--- src/rtl/cfg_port_pkg.sv ---
// Shared constants for the keyed configuration port.
// Assumes 8-bit registers and a single-bit port select.
package cfg_port_pkg;
    localparam int DW = 8;
    localparam logic [DW-1:0] KEY_OPEN  = 8'h87;
    localparam logic [DW-1:0] KEY_CLOSE = 8'hAA;
    localparam logic [DW-1:0] IDX_LDSEL = 8'h07;
    localparam logic [DW-1:0] IDX_DEVHI = 8'h20;
    localparam logic [DW-1:0] IDX_DEVLO = 8'h21;
    localparam logic [DW-1:0] IDX_REV   = 8'h22;
    localparam logic [DW-1:0] IDX_VENHI = 8'h23;
    localparam logic [DW-1:0] IDX_VENLO = 8'h24;
    localparam logic [DW-1:0] IDX_FWD   = 8'h30;
    localparam logic [DW-1:0] LOCKED_RD = 8'hFF;

    typedef enum logic {PORT_INDEX = 1'b0, PORT_DATA = 1'b1} port_sel_e;
endpackage

--- src/rtl/cfg_key_unit.sv ---
// Lock/unlock tracker. It watches index-port writes for the double
// open key and the single close key.
// Assumes idx_wr is a one-cycle strobe qualified by the port select.
module cfg_key_unit
    import cfg_port_pkg::*;
(
    input  logic          clk,
    input  logic          rst_n,
    input  logic          idx_wr,
    input  logic [DW-1:0] wdata,
    output logic          unlocked
);
    logic armed;

    // Key sequencer: arm on the first open key, open on the second,
    // disarm on any other byte, close on the close key.
    always_ff @(posedge clk) begin
        if (!rst_n) begin
            unlocked <= 1'b0;
            armed    <= 1'b0;
        end else if (idx_wr) begin
            if (!unlocked) begin
                if (wdata == KEY_OPEN) begin
                    unlocked <= armed;
                    armed    <= ~armed;
                end else begin
                    armed <= 1'b0;
                end
            end else if (wdata == KEY_CLOSE) begin
                unlocked <= 1'b0;
                armed    <= 1'b0;
            end
        end
    end


    open_needs_key_chk: assert property (@(posedge clk) disable iff (!rst_n)
        $rose(unlocked) |-> $past(idx_wr && wdata == KEY_OPEN));


    close_key_locks_chk: assert property (@(posedge clk) disable iff (!rst_n)
        (idx_wr && unlocked && wdata == KEY_CLOSE) |=> !unlocked);
endmodule

--- src/rtl/cfg_regs.sv ---
// Index and logical-device selector registers.
// Assumes the strobes are already split by port select.
module cfg_regs
    import cfg_port_pkg::*;
(
    input  logic          clk,
    input  logic          rst_n,
    input  logic          unlocked,
    input  logic          idx_wr,
    input  logic          dat_wr,
    input  logic [DW-1:0] wdata,
    output logic [DW-1:0] index_q,
    output logic [DW-1:0] ldn_q
);
    // Index register: loaded by open-space index writes except the close key.
    always_ff @(posedge clk) begin
        if (!rst_n)
            index_q <= '0;
        else if (idx_wr && unlocked && wdata != KEY_CLOSE)
            index_q <= wdata;
    end

    // Selector register: loaded by open-space data writes to its index.
    always_ff @(posedge clk) begin
        if (!rst_n)
            ldn_q <= '0;
        else if (dat_wr && unlocked && index_q == IDX_LDSEL)
            ldn_q <= wdata;
    end


    locked_write_ignored_chk: assert property (@(posedge clk) disable iff (!rst_n)
        (dat_wr && !unlocked) |=> ($stable(ldn_q) && $stable(index_q)));


    ldsel_write_chk: assert property (@(posedge clk) disable iff (!rst_n)
        (dat_wr && unlocked && index_q == IDX_LDSEL) |=> ldn_q == $past(wdata));
endmodule

--- src/rtl/cfg_access.sv ---
// Read-data selection and forwarding to the logical-device bus.
// Purely combinational. Assumes the identity values are fixed by parameters.
module cfg_access
    import cfg_port_pkg::*;
#(
    parameter logic [15:0]   DEV_ID  = 16'h0C2A,
    parameter logic [DW-1:0] DEV_REV = 8'h03,
    parameter logic [15:0]   VEN_ID  = 16'h1934
) (
    input  logic          unlocked,
    input  logic          idx_rd,
    input  logic          dat_rd,
    input  logic          dat_wr,
    input  logic [DW-1:0] index_q,
    input  logic [DW-1:0] ldn_q,
    input  logic [DW-1:0] fwd_rdata,
    output logic [DW-1:0] rdata,
    output logic          fwd_wr,
    output logic          fwd_rd
);
    logic in_fwd;
    logic [DW-1:0] local_rd;

    assign in_fwd = unlocked && (index_q >= IDX_FWD);
    assign fwd_wr = dat_wr && in_fwd;
    assign fwd_rd = dat_rd && in_fwd;

    // Local register file read decode.
    always_comb begin
        case (index_q)
            IDX_LDSEL: local_rd = ldn_q;
            IDX_DEVHI: local_rd = DEV_ID[15:8];
            IDX_DEVLO: local_rd = DEV_ID[7:0];
            IDX_REV:   local_rd = DEV_REV;
            IDX_VENHI: local_rd = VEN_ID[15:8];
            IDX_VENLO: local_rd = VEN_ID[7:0];
            default:   local_rd = '0;
        endcase
    end

    // Port read mux: locked pattern, index echo, forwarded or local data.
    always_comb begin
        if (!unlocked)
            rdata = LOCKED_RD;
        else if (idx_rd)
            rdata = index_q;
        else if (in_fwd)
            rdata = fwd_rdata;
        else
            rdata = local_rd;
    end
endmodule

--- src/rtl/cfg_port_ctrl.sv ---
// Keyed two-byte configuration port: index at io_addr=0, data at io_addr=1.
// Assumes io_wr and io_rd are single-cycle strobes that never overlap.
module cfg_port_ctrl
    import cfg_port_pkg::*;
#(
    parameter logic [15:0]  DEV_ID  = 16'h0C2A,
    parameter logic [7:0]   DEV_REV = 8'h03,
    parameter logic [15:0]  VEN_ID  = 16'h1934
) (
    input  logic       clk,
    input  logic       rst_n,
    input  logic       io_wr,
    input  logic       io_rd,
    input  logic       io_addr,
    input  logic [7:0] io_wdata,
    output logic [7:0] io_rdata,
    output logic       ld_wr,
    output logic       ld_rd,
    output logic [7:0] ld_num,
    output logic [7:0] ld_index,
    output logic [7:0] ld_wdata,
    input  logic [7:0] ld_rdata
);
    logic idx_wr, idx_rd, dat_wr, dat_rd, unlocked;
    logic [DW-1:0] index_q, ldn_q;

    assign idx_wr = io_wr && (io_addr == PORT_INDEX);
    assign idx_rd = io_rd && (io_addr == PORT_INDEX);
    assign dat_wr = io_wr && (io_addr == PORT_DATA);
    assign dat_rd = io_rd && (io_addr == PORT_DATA);

    cfg_key_unit u_key (
        .clk(clk), .rst_n(rst_n), .idx_wr(idx_wr), .wdata(io_wdata),
        .unlocked(unlocked)
    );

    cfg_regs u_regs (
        .clk(clk), .rst_n(rst_n), .unlocked(unlocked), .idx_wr(idx_wr),
        .dat_wr(dat_wr), .wdata(io_wdata), .index_q(index_q), .ldn_q(ldn_q)
    );

    cfg_access #(.DEV_ID(DEV_ID), .DEV_REV(DEV_REV), .VEN_ID(VEN_ID)) u_acc (
        .unlocked(unlocked), .idx_rd(idx_rd), .dat_rd(dat_rd), .dat_wr(dat_wr),
        .index_q(index_q), .ldn_q(ldn_q), .fwd_rdata(ld_rdata),
        .rdata(io_rdata), .fwd_wr(ld_wr), .fwd_rd(ld_rd)
    );

    assign ld_num   = ldn_q;
    assign ld_index = index_q;
    assign ld_wdata = io_wdata;


    locked_read_pattern_chk: assert property (@(posedge clk) disable iff (!rst_n)
        (io_rd && !unlocked) |-> io_rdata == LOCKED_RD);


    fwd_needs_high_index_chk: assert property (@(posedge clk) disable iff (!rst_n)
        (ld_wr || ld_rd) |-> (ld_index >= IDX_FWD && (io_wr || io_rd) && io_addr));
endmodule

--- config.mk ---
export PLATFORM = sky130hd
export DESIGN_NAME = cfg_port_ctrl
export DESIGN_NICKNAME = d
export VERILOG_FILES = /design/src/rtl/cfg_port_pkg.sv /design/src/rtl/cfg_key_unit.sv /design/src/rtl/cfg_regs.sv /design/src/rtl/cfg_access.sv /design/src/rtl/cfg_port_ctrl.sv
export SDC_FILE = /design/constraint.sdc
export NUM_CORES = 1
export LEC_CHECK = 0
export ABC_CLOCK_PERIOD_IN_PS = 1900
export BUFFER_PORTS_ARGS = -buffer_cell sky130_fd_sc_hd__buf_2
export CELL_PAD_IN_SITES_DETAIL_PLACEMENT = 1
export CELL_PAD_IN_SITES_GLOBAL_PLACEMENT = 1
export CORE_ASPECT_RATIO = 0.9
export CORE_MARGIN = 2
export CORE_UTILIZATION = 34
export CTS_CLUSTER_DIAMETER = 120
export DETAILED_ROUTE_END_ITERATION = 12
export GPL_ROUTABILITY_DRIVEN = 0
export PLACE_DENSITY = 0.84
export SLEW_MARGIN = 15
export SYNTH_ARGS = -nofsm -noshare
export SYNTH_HDL_FRONTEND = slang
export SYNTH_HIERARCHICAL = 1
export SYNTH_SLANG_ARGS = --single-unit
--- constraint.sdc ---
create_clock -name clk -period 1.9 [get_ports clk]
set_input_delay 0.38 -clock clk [delete_from_list [all_inputs] [get_ports clk]]
set_output_delay 0.38 -clock clk [all_outputs]
set_load 0.02 [all_outputs]
==> summary.md, run 1 <==
| Metric | Value |
|---|---|
| Gate Count Post-Synth | `152` |
| Std-Cell Core Area | `3705 sq um` |
| Via-to-Cell Ratio | `5.454` |
| Hold buffer count at CTS | `0` |
| Leading cell type in the layout, fill and taps excluded | `buf_2` |
| Final Cycle Share | `106.1%` |
| Endpoint arrival time on the critical path | `1.64 ns` |
| Clock latency on the worst-skew pair | `0.24 ns` |
| Buffer and inverter count on the worst path | `1` |
| Vias in the first global route | `1,386` |
| Clock tree from TritonCTS | `yes` |
| Shortest period the worst path allows | `2.016 ns` |
| Number of synthesis warnings | `6` |
| Seq cells post-synth | `18` |
| Class of the tightest hold or removal check | `in2reg` |
| Placement Cell Area | `1605 sq um` |
| Slew at the pin closest to its max-slew limit | `0.4868 ns` |
| Top fanout value on the critical path | `10` |
| Chip height | `62.95 um` |
| DR vias | `1,369` |
| Syn Std Cell Area | `1313 sq um` |
| Area share of the largest cell type after synthesis | `27.45%` |
| Area of all placed cells without fillers | `1790 sq um` |
| Iteration count of the initial detailed-routing pass | `5` |
| Nets@finish | `228` |
| Wire length after detailed routing | `4.357 mm` |
| ANT cells | `0` |
| Nets in the synthesized netlist | `173` |
| Run status | `finished, violations left` |
| Sum of net half-perimeters after detailed placement | `3.187 mm` |
| Largest stage delay on the critical path | `0.44 ns` |
| Util after Layout | `48.33%` |
| Highest ir drop seen on vdd | `283.5 uV` |
| Buffer cell driving the clock tree root | `clkbuf_8` |
| Top area cells in the synthesized netlist | `dfxtp_1 (27%), mux2i_1 (12%), nand2_1 (8.3%)` |
| Congestion Overflow GR | `0` |
| Die area | `4374 sq um` |
| Chain of cells forming the critical path | `a211o_2 -> a41oi_2 -> o2111ai_2 -> buf_6` |
| Slowest cell on crit path | `a211o_2` |
| Cell type with the largest total area after synthesis | `dfxtp_1` |
| Fin. Hold Viols | `0` |
| Number of clock buffers inserted by TritonCTS | `3` |
| Global-route wire length before repair | `7.065 mm` |
| Worst max-slew margin expressed relative to the limit | `67.55%` |
| Final Max Slew Viols | `0` |
| Pwr per Cell Area | `395.4 nW/um^2` |
| Post-layout power | `0.0007079 W` |
| Initial antenna violation count | `0` |
| Final setup violation count | `8` |
| Buffer levels on the longest clock path | `2` |
| Maximum capacitance violations | `0` |
| Seq/Total Area, Yosys | `27.45%` |
| Number of primary I/O pins | `55` |
| Leakage | `0.8369 nW` |
| Fraction of layout cells with a size suffix above 1 | `46.83%` |
| Unrepaired setup endpoints after global routing | `true` |
| Crit path capture type | `primary output` |
| Number of rows created at floorplan | `21` |
| Starting density of the core | `35.43%` |
| Fmax | `0.4959 GHz` |
| All-layer global routing usage | `19.87%` |
| Per-instance average area after synthesis | `8.635 sq um` |
| Average wire per standard cell | `17.36 um` |
| Worst Slack Setup Final | `-0.1164 ns` |
| Area growth from synthesis to final layout | `36.42%` |
| Iter 0 DRT Violations | `47` |
| Clock-pin slew on the worst setup and hold paths | `0.06 ns` |
| Class of the most critical setup path | `reg2out` |
| Number of levels in the clock H-tree | `1` |
| Die X | `69.49 um` |
| Clock net sink count | `18` |
| Count of input and output buffers | `54` |
| Top Family by Delay on Critical Path | `compound AO/OA/AOI/OAI gates` |
| CP Data Required Time | `1.52 ns` |
| Count of nets left with antenna violations after detail routing | `0` |
| Count of different cell masters after synthesis | `37` |
| Violations in the final reports | `negative setup slack` |
| Residual DRC count | `0` |
| Commonest non-fill, non-tap cells in the layout | `buf_2 (49), nand2_1 (29), mux2i_1 (16)` |
| Largest net degree at the start of global routing | `29` |
| Launching element type of the critical path | `flop` |
| Worst Clk Skew | `0.003642 ns` |
per-layer routing:
metal	GRT usage, %	share of wire [%]	vias to the layer above
met4	4.412	1.2	0
met5	0	0	-
met3	3.548	6.6	8
met2	34.25	47	59
met1	25.81	45	642
li1	-	-	660
power breakdown:
group          switching, W  internal [W]   total, W
registers      0.0000000156      0.000375   0.000375
logic             0.0000534     0.0000304  0.0000838
clock network      0.000109      0.000140   0.000250
kinds of logic (layout without fill, tap and decap cells):
family,after synthesis,count (layout),synth area share [%]
compound gates,21,21,13.16
buf+inv,18,71,8.769
simple gates,78,78,37.75
xor+xnor,1,1,0.6674
flops,18,18,27.46
mux,16,16,12.20
Yosys cell counts:
master,n
nor2b_1,3
nor3b_1,4
nor4b_4,1
nor4b_2,1
and4bb_1,4
a21o_2,1
and2_1,3
a211o_1,1
nand4b_2,1
buf_2,1
inv_1,2
nand2b_1,3
clkbuf_2,1
o221ai_2,1
nor2_1,5
nand2_1,29
nand3_1,14
and3b_1,1
mux2i_1,16
dfxtp_1,18
clkbuf_1,3
o2111ai_1,3
xor2_1,1
a31oi_1,9
a41oi_1,1
nor4_4,1
nand4_4,1
buf_4,9
a21oi_4,1
o22ai_1,1
buf_6,1
a21oi_1,2
clkbuf_4,1
and3_1,3
and2b_1,1
a41oi_2,1
and4b_1,3
path summary, 6_finish.rpt:
kind	from	endpoint	slack, ns	cells past startpoint
setup reg to reg	u_regs/index_q[7]	u_regs/ldn_q[3]	0.47	5
hold reg to reg	u_regs/ldn_q[5]	u_regs/ldn_q[5]	0.49	2
hold / removal	io_wdata[4]	u_regs/index_q[4]	0.46	3
setup / recovery	u_regs/index_q[5]	io_rdata[1]	-0.12	4
worst register-to-register path: stages, from the launching register on:
cell and delay [ns]:
dfxtp_4 0.36, buf_4 0.14, buf_4 0.12, and4bb_1 0.29, nand4_4 0.23, mux2i_1 0.18
timing repair:
action,4_1_cts,5_1_grt
buffers inserted,3,1
cloned,1,0
setup endpoints to repair,8,10
pin swaps,8,4
gates resized for setup,18,11
sequential cells by signal, indices dropped and copies added (netlist names):
name / cells
u_key/armed: 1
u_regs/ldn_q: 8
u_key/unlocked: 1
u_regs/index_q: 8
stage by stage:
step	setup TNS (ns)	cells	setup slack (ns)	hold slack (ns)
after floorplan	0	152	0.01137	0.4972
after global placement	0	244	0.06724	0.4652
after detailed placement	0	244	0.04197	0.4746
after CTS	-0.6369	251	-0.09349	0.4482
after global routing	-1.242	251	-0.2076	0.4666
final	-0.5334	251	-0.1164	0.4556
layout make-up:
cell class	instances	area [sq um]
repair buffers	66	394.1
flip-flops and latches	18	371.6
multi-input cells	116	918.4
inverters	2	7.507
fillers	459	1914
clock buffers	3	41.29
well taps	46	57.56
Note: power is estimated with default switching activity, not from simulation.
==> run 2: changes to the inputs <==
- ABC_AREA: default -> 1
- CORE_UTILIZATION: 34 -> 31
- GPL_TIMING_DRIVEN: default -> 0
- SYNTH_HIERARCHICAL: 1 -> default
==> run 2 against run 1 <==
Effect of this change: the run now ends clean; die area grew 7.9%; fmax grew 6.7%; clock skew is essentially flat; synthesized area shrank 1.1%; synthesized cell count grew 43%; critical path depth grew 5; core utilization shrank 1.6 points; non-clock buffer count grew 11; worst setup slack gained 0.13 ns; critical path type unchanged; largest cell class unchanged; highest routed layer unchanged.
==> summary.md, run 2 <==
| Metric | Value |
|---|---|
| Run status | `completed (was finished, violations left)` |
| Crit path capture type | `primary output (unchanged)` |
| Cells after DPL | `320 (was 244)` |
| Starting density of the core | `32.07% (was 35.43%)` |
| Vias in the first global route | `1,582 (was 1,386)` |
| Largest family of logic cells by synthesized area | `simple AND/OR/NAND/NOR gates (unchanged)` |
| All-layer global routing usage | `19.62% (was 19.87%)` |
| Fraction of power consumed by sequential logic | `41.0% (was 52.9%)` |
| Fin. Hold Viols | `0 (unchanged)` |
| Fraction of synthesized cell area in xor and xnor cells | `0% (was 0.6673%)` |
| Total net switching power | `0.0002853 W (was 0.0001627 W)` |
| Unrepaired setup endpoints after global routing | `true (unchanged)` |
| Buffer levels on the longest clock path | `2 (unchanged)` |
| Top area cells in the synthesized netlist | `dfxtp_1 (28%), nand2_1 (18%), nor2_1 (9.5%) (was dfxtp_1 (27%), mux2i_1 (12%), nand2_1 (8.3%))` |
| Maximum capacitance violations | `0 (unchanged)` |
| Simple-gate share of the synthesized area | `45.42% (was 37.75%)` |
| Worst max-slew margin expressed relative to the limit | `71.85% (was 67.55%)` |
| FF/Latch Area | `377.9 sq um (was 371.6 sq um)` |
| Via-to-Cell Ratio | `4.853 (was 5.454)` |
| Number of clock buffers inserted by TritonCTS | `3 (unchanged)` |
| Non-Filler Instances | `334 (was 251)` |
| Shortest period the worst path allows | `1.891 ns (was 2.016 ns)` |
| Clock latency on the worst-skew pair | `0.26 ns (was 0.24 ns)` |
| Final hold slack | `0.4130 ns (was 0.4556 ns)` |
| Cell type with the largest total area after synthesis | `dfxtp_1 (unchanged)` |
| Final Max Slew Viols | `0 (unchanged)` |
| Area fraction in compound gates after synthesis | `10.61% (was 13.16%)` |
| Sum of net half-perimeters after detailed placement | `3.427 mm (was 3.187 mm)` |
| Biggest regs | `u_regs.index_q x8, u_regs.ldn_q x8 (was u_regs/index_q x8, u_regs/ldn_q x8)` |
| Final setup violation count | `0 (was 8)` |
| Highest ir drop seen on vdd | `261.0 uV (was 283.5 uV)` |
| Largest net degree at the start of global routing | `11 (was 29)` |
| Arithmetic-cell share of the synthesized area counting full adders, half adders and majority gates | `0% (unchanged)` |
| Iter 0 DRT Violations | `42 (was 47)` |
| Leakage | `0.9439 nW (was 0.8369 nW)` |
| Top fanout value on the critical path | `7 (was 10)` |
| Pwr per Cell Area | `504.4 nW/um^2 (was 395.4 nW/um^2)` |
| ANT cells | `0 (unchanged)` |
| Number of primary I/O pins | `55 (unchanged)` |
| Seq/Total Area, Yosys | `27.77% (was 27.45%)` |
| Asr flop ratio synth | `0% (unchanged)` |
| Count of input and output buffers | `54 (unchanged)` |
| Endpoint arrival time on the critical path | `1.51 ns (was 1.64 ns)` |
| Count of different cell masters after synthesis | `21 (was 37)` |
| Die area | `4720 sq um (was 4374 sq um)` |
| Commonest non-fill, non-tap cells in the layout | `nand2_1 (58), buf_2 (50), nor2_1 (32) (was buf_2 (49), nand2_1 (29), mux2i_1 (16))` |
| Commonest cells post-synth | `nand2_1 (61), nor2_1 (33), inv_1 (28) (was nand2_1 (29), dfxtp_1 (18), mux2i_1 (16))` |
| Average wire per standard cell | `13.77 um (was 17.36 um)` |
| Setup TNS | `0 ns (was -0.5334 ns)` |
| Number of synthesis warnings | `0 (was 6)` |
| Clock-pin slew on the worst setup and hold paths | `0.07 ns (was 0.06 ns)` |
| Hold buffer count at CTS | `0 (unchanged)` |
| Number of rows created at floorplan | `22 (was 21)` |
| DR vias | `1,621 (was 1,369)` |
| Post-layout power | `0.0009530 W (was 0.0007079 W)` |
| Dominant register cell in the synthesized netlist | `dfxtp_1 (unchanged)` |
| Chip height | `65.38 um (was 62.95 um)` |
| Switching Fraction | `29.93% (was 22.98%)` |
| Slew at the pin closest to its max-slew limit | `0.4209 ns (was 0.4868 ns)` |
| Buffer cell driving the clock tree root | `clkbuf_8 (unchanged)` |
| Per-instance average area after synthesis | `5.952 sq um (was 8.635 sq um)` |
| Class of the most critical setup path | `reg2out (unchanged)` |
| Nets in the synthesized netlist | `239 (was 173)` |
| Fmax | `0.5289 GHz (was 0.4959 GHz)` |
| Iteration count of the initial detailed-routing pass | `4 (was 5)` |
| Seq cells post-synth | `18 (unchanged)` |
| Nets@finish | `308 (was 228)` |
| Clock power share | `33.4% (was 35.3%)` |
| Area growth from synthesis to final layout | `45.61% (was 36.42%)` |
| Initial antenna violation count | `0 (unchanged)` |
| Gate Count Post-Synth | `218 (was 152)` |
| Worst Clk Skew | `0.004052 ns (was 0.003642 ns)` |
| Syn Std Cell Area | `1297 sq um (was 1313 sq um)` |
| Number of synthesized flops with an enable pin | `0 (unchanged)` |
| Total area of multi-input combinational cells | `805.8 sq um (was 918.4 sq um)` |
| Final Cycle Share | `99.51% (was 106.1%)` |
| Residual DRC count | `0 (unchanged)` |
| Share of total power in combinational logic | `25.6% (was 11.8%)` |
| Class of the tightest hold or removal check | `in2reg (unchanged)` |
| Clock tree from TritonCTS | `yes (unchanged)` |
| Die X | `72.20 um (was 69.49 um)` |
| Launching element type of the critical path | `flop (unchanged)` |
| Clock net sink count | `18 (unchanged)` |
| CP Data Required Time | `1.52 ns (about the same)` |
| Number of levels in the clock H-tree | `1 (unchanged)` |
| Wire length after detailed routing | `4.598 mm (was 4.357 mm)` |
| Multiplexer share of the synthesized area | `0% (was 12.20%)` |
| Internal power consumption | `0.0006677 W (was 0.0005453 W)` |
| Placement Cell Area | `1628 sq um (was 1605 sq um)` |
| Area of all placed cells without fillers | `1889 sq um (was 1790 sq um)` |
| Most common cell in the netlist | `nand2_1 (unchanged)` |
| Leading cell type in the layout, fill and taps excluded | `nand2_1 (was buf_2)` |
| Congestion Overflow GR | `0 (unchanged)` |
| Register-to-register setup slack | `0.40 ns (was 0.47 ns)` |
| Count of nets left with antenna violations after detail routing | `0 (unchanged)` |
| Area share of the largest cell type after synthesis | `27.77% (was 27.45%)` |
| Global-route wire length before repair | `7.238 mm (was 7.065 mm)` |
| Std-Cell Core Area | `4046 sq um (was 3705 sq um)` |
| Fraction of layout cells with a size suffix above 1 | `38.81% (was 46.83%)` |
| Final-layout fill cell count | `574 (was 459)` |
run 2: changes by cell type in the layout (fill, tap and decap cells not counted), sizes merged, moves of 12 or more:
| cell | change |
|---|---|
| mux2i | -16 |
| o21ai | +16 |
| inv | +29 |
| nand2 | +33 |
| buf | +12 |
| nor2 | +30 |
run 2: area by class of cell:
type	instances	share of cell area (%)
flip-flops and latches	18	20.00
inverters	31	6.291
clock buffers	4	2.914
plain buffers	13	5.166
well taps	48	3.179
multi-input cells	156	42.65
repair buffers	64	19.80
run 2: worst paths after layout:
| path | startpoint | endpoint | cells past startpoint |
|---|---|---|---|
| setup / recovery | u_regs.index_q[6] | io_rdata[5] | 9 |
| hold / removal | io_wdata[7] | u_regs.ldn_q[7] | 3 |
| setup reg to reg | u_regs.index_q[6] | u_regs.ldn_q[0] | 9 |
| hold reg to reg | u_regs.ldn_q[5] | u_regs.ldn_q[5] | 2 |
run 2: logic make-up after synthesis:
| kind of cell | Yosys count |
|---|---|
| AND/OR/NAND/NOR | 132 |
| buffers and inverters | 44 |
| AO/OA/AOI/OAI | 24 |
| flip-flops | 18 |
run 2: through the flow:
stage               utilization (%)  setup slack (ns)
finish                        46.69          0.009373
global route                  46.69           -0.1013
CTS                           43.97          0.002382
detailed placement            40.23           0.01365
global placement              40.23           0.04907
floorplan                         -           0.03931
run 2: power by group through the flow:
stage / Clock [W] / Combinational, W / Sequential [W]
global route: 0.000343 / 0.000268 / 0.000391
floorplan: 0 / 0.000118 / 0.000404
global placement: 0 / 0.000196 / 0.000400
finish: 0.000318 / 0.000244 / 0.000390
detailed placement: 0 / 0.000201 / 0.000400
CTS: 0.000326 / 0.000224 / 0.000393
run 2: worst max-delay path: stages, from the launching register on:
cell and delay (ns):
dfxtp_4 0.37, inv_4 0.06, nand2_4 0.06, nor2_4 0.16, buf_6 0.16, nand3_2 0.08, nand4_1 0.10, nand2_1 0.08
nand2_1 0.08, buf_6 0.11
run 2: layer usage:
metal  GRT usage [%]  up-vias  wire length, um
met3           1.534        5              195
met2           34.40       41             2301
met5               0        -                0
met4           4.953        0               44
met1           25.89      757             2057
li1                -      818                -
run 2: repair_timing:
| action | in CTS | in global routing |
|---|---|---|
| pin swaps | 3 | 7 |
| setup buffers | 4 | 5 |
| resized for setup | 24 | 22 |
| endpoints found under the setup margin | 10 | 8 |
| cloned | 1 | 0 |
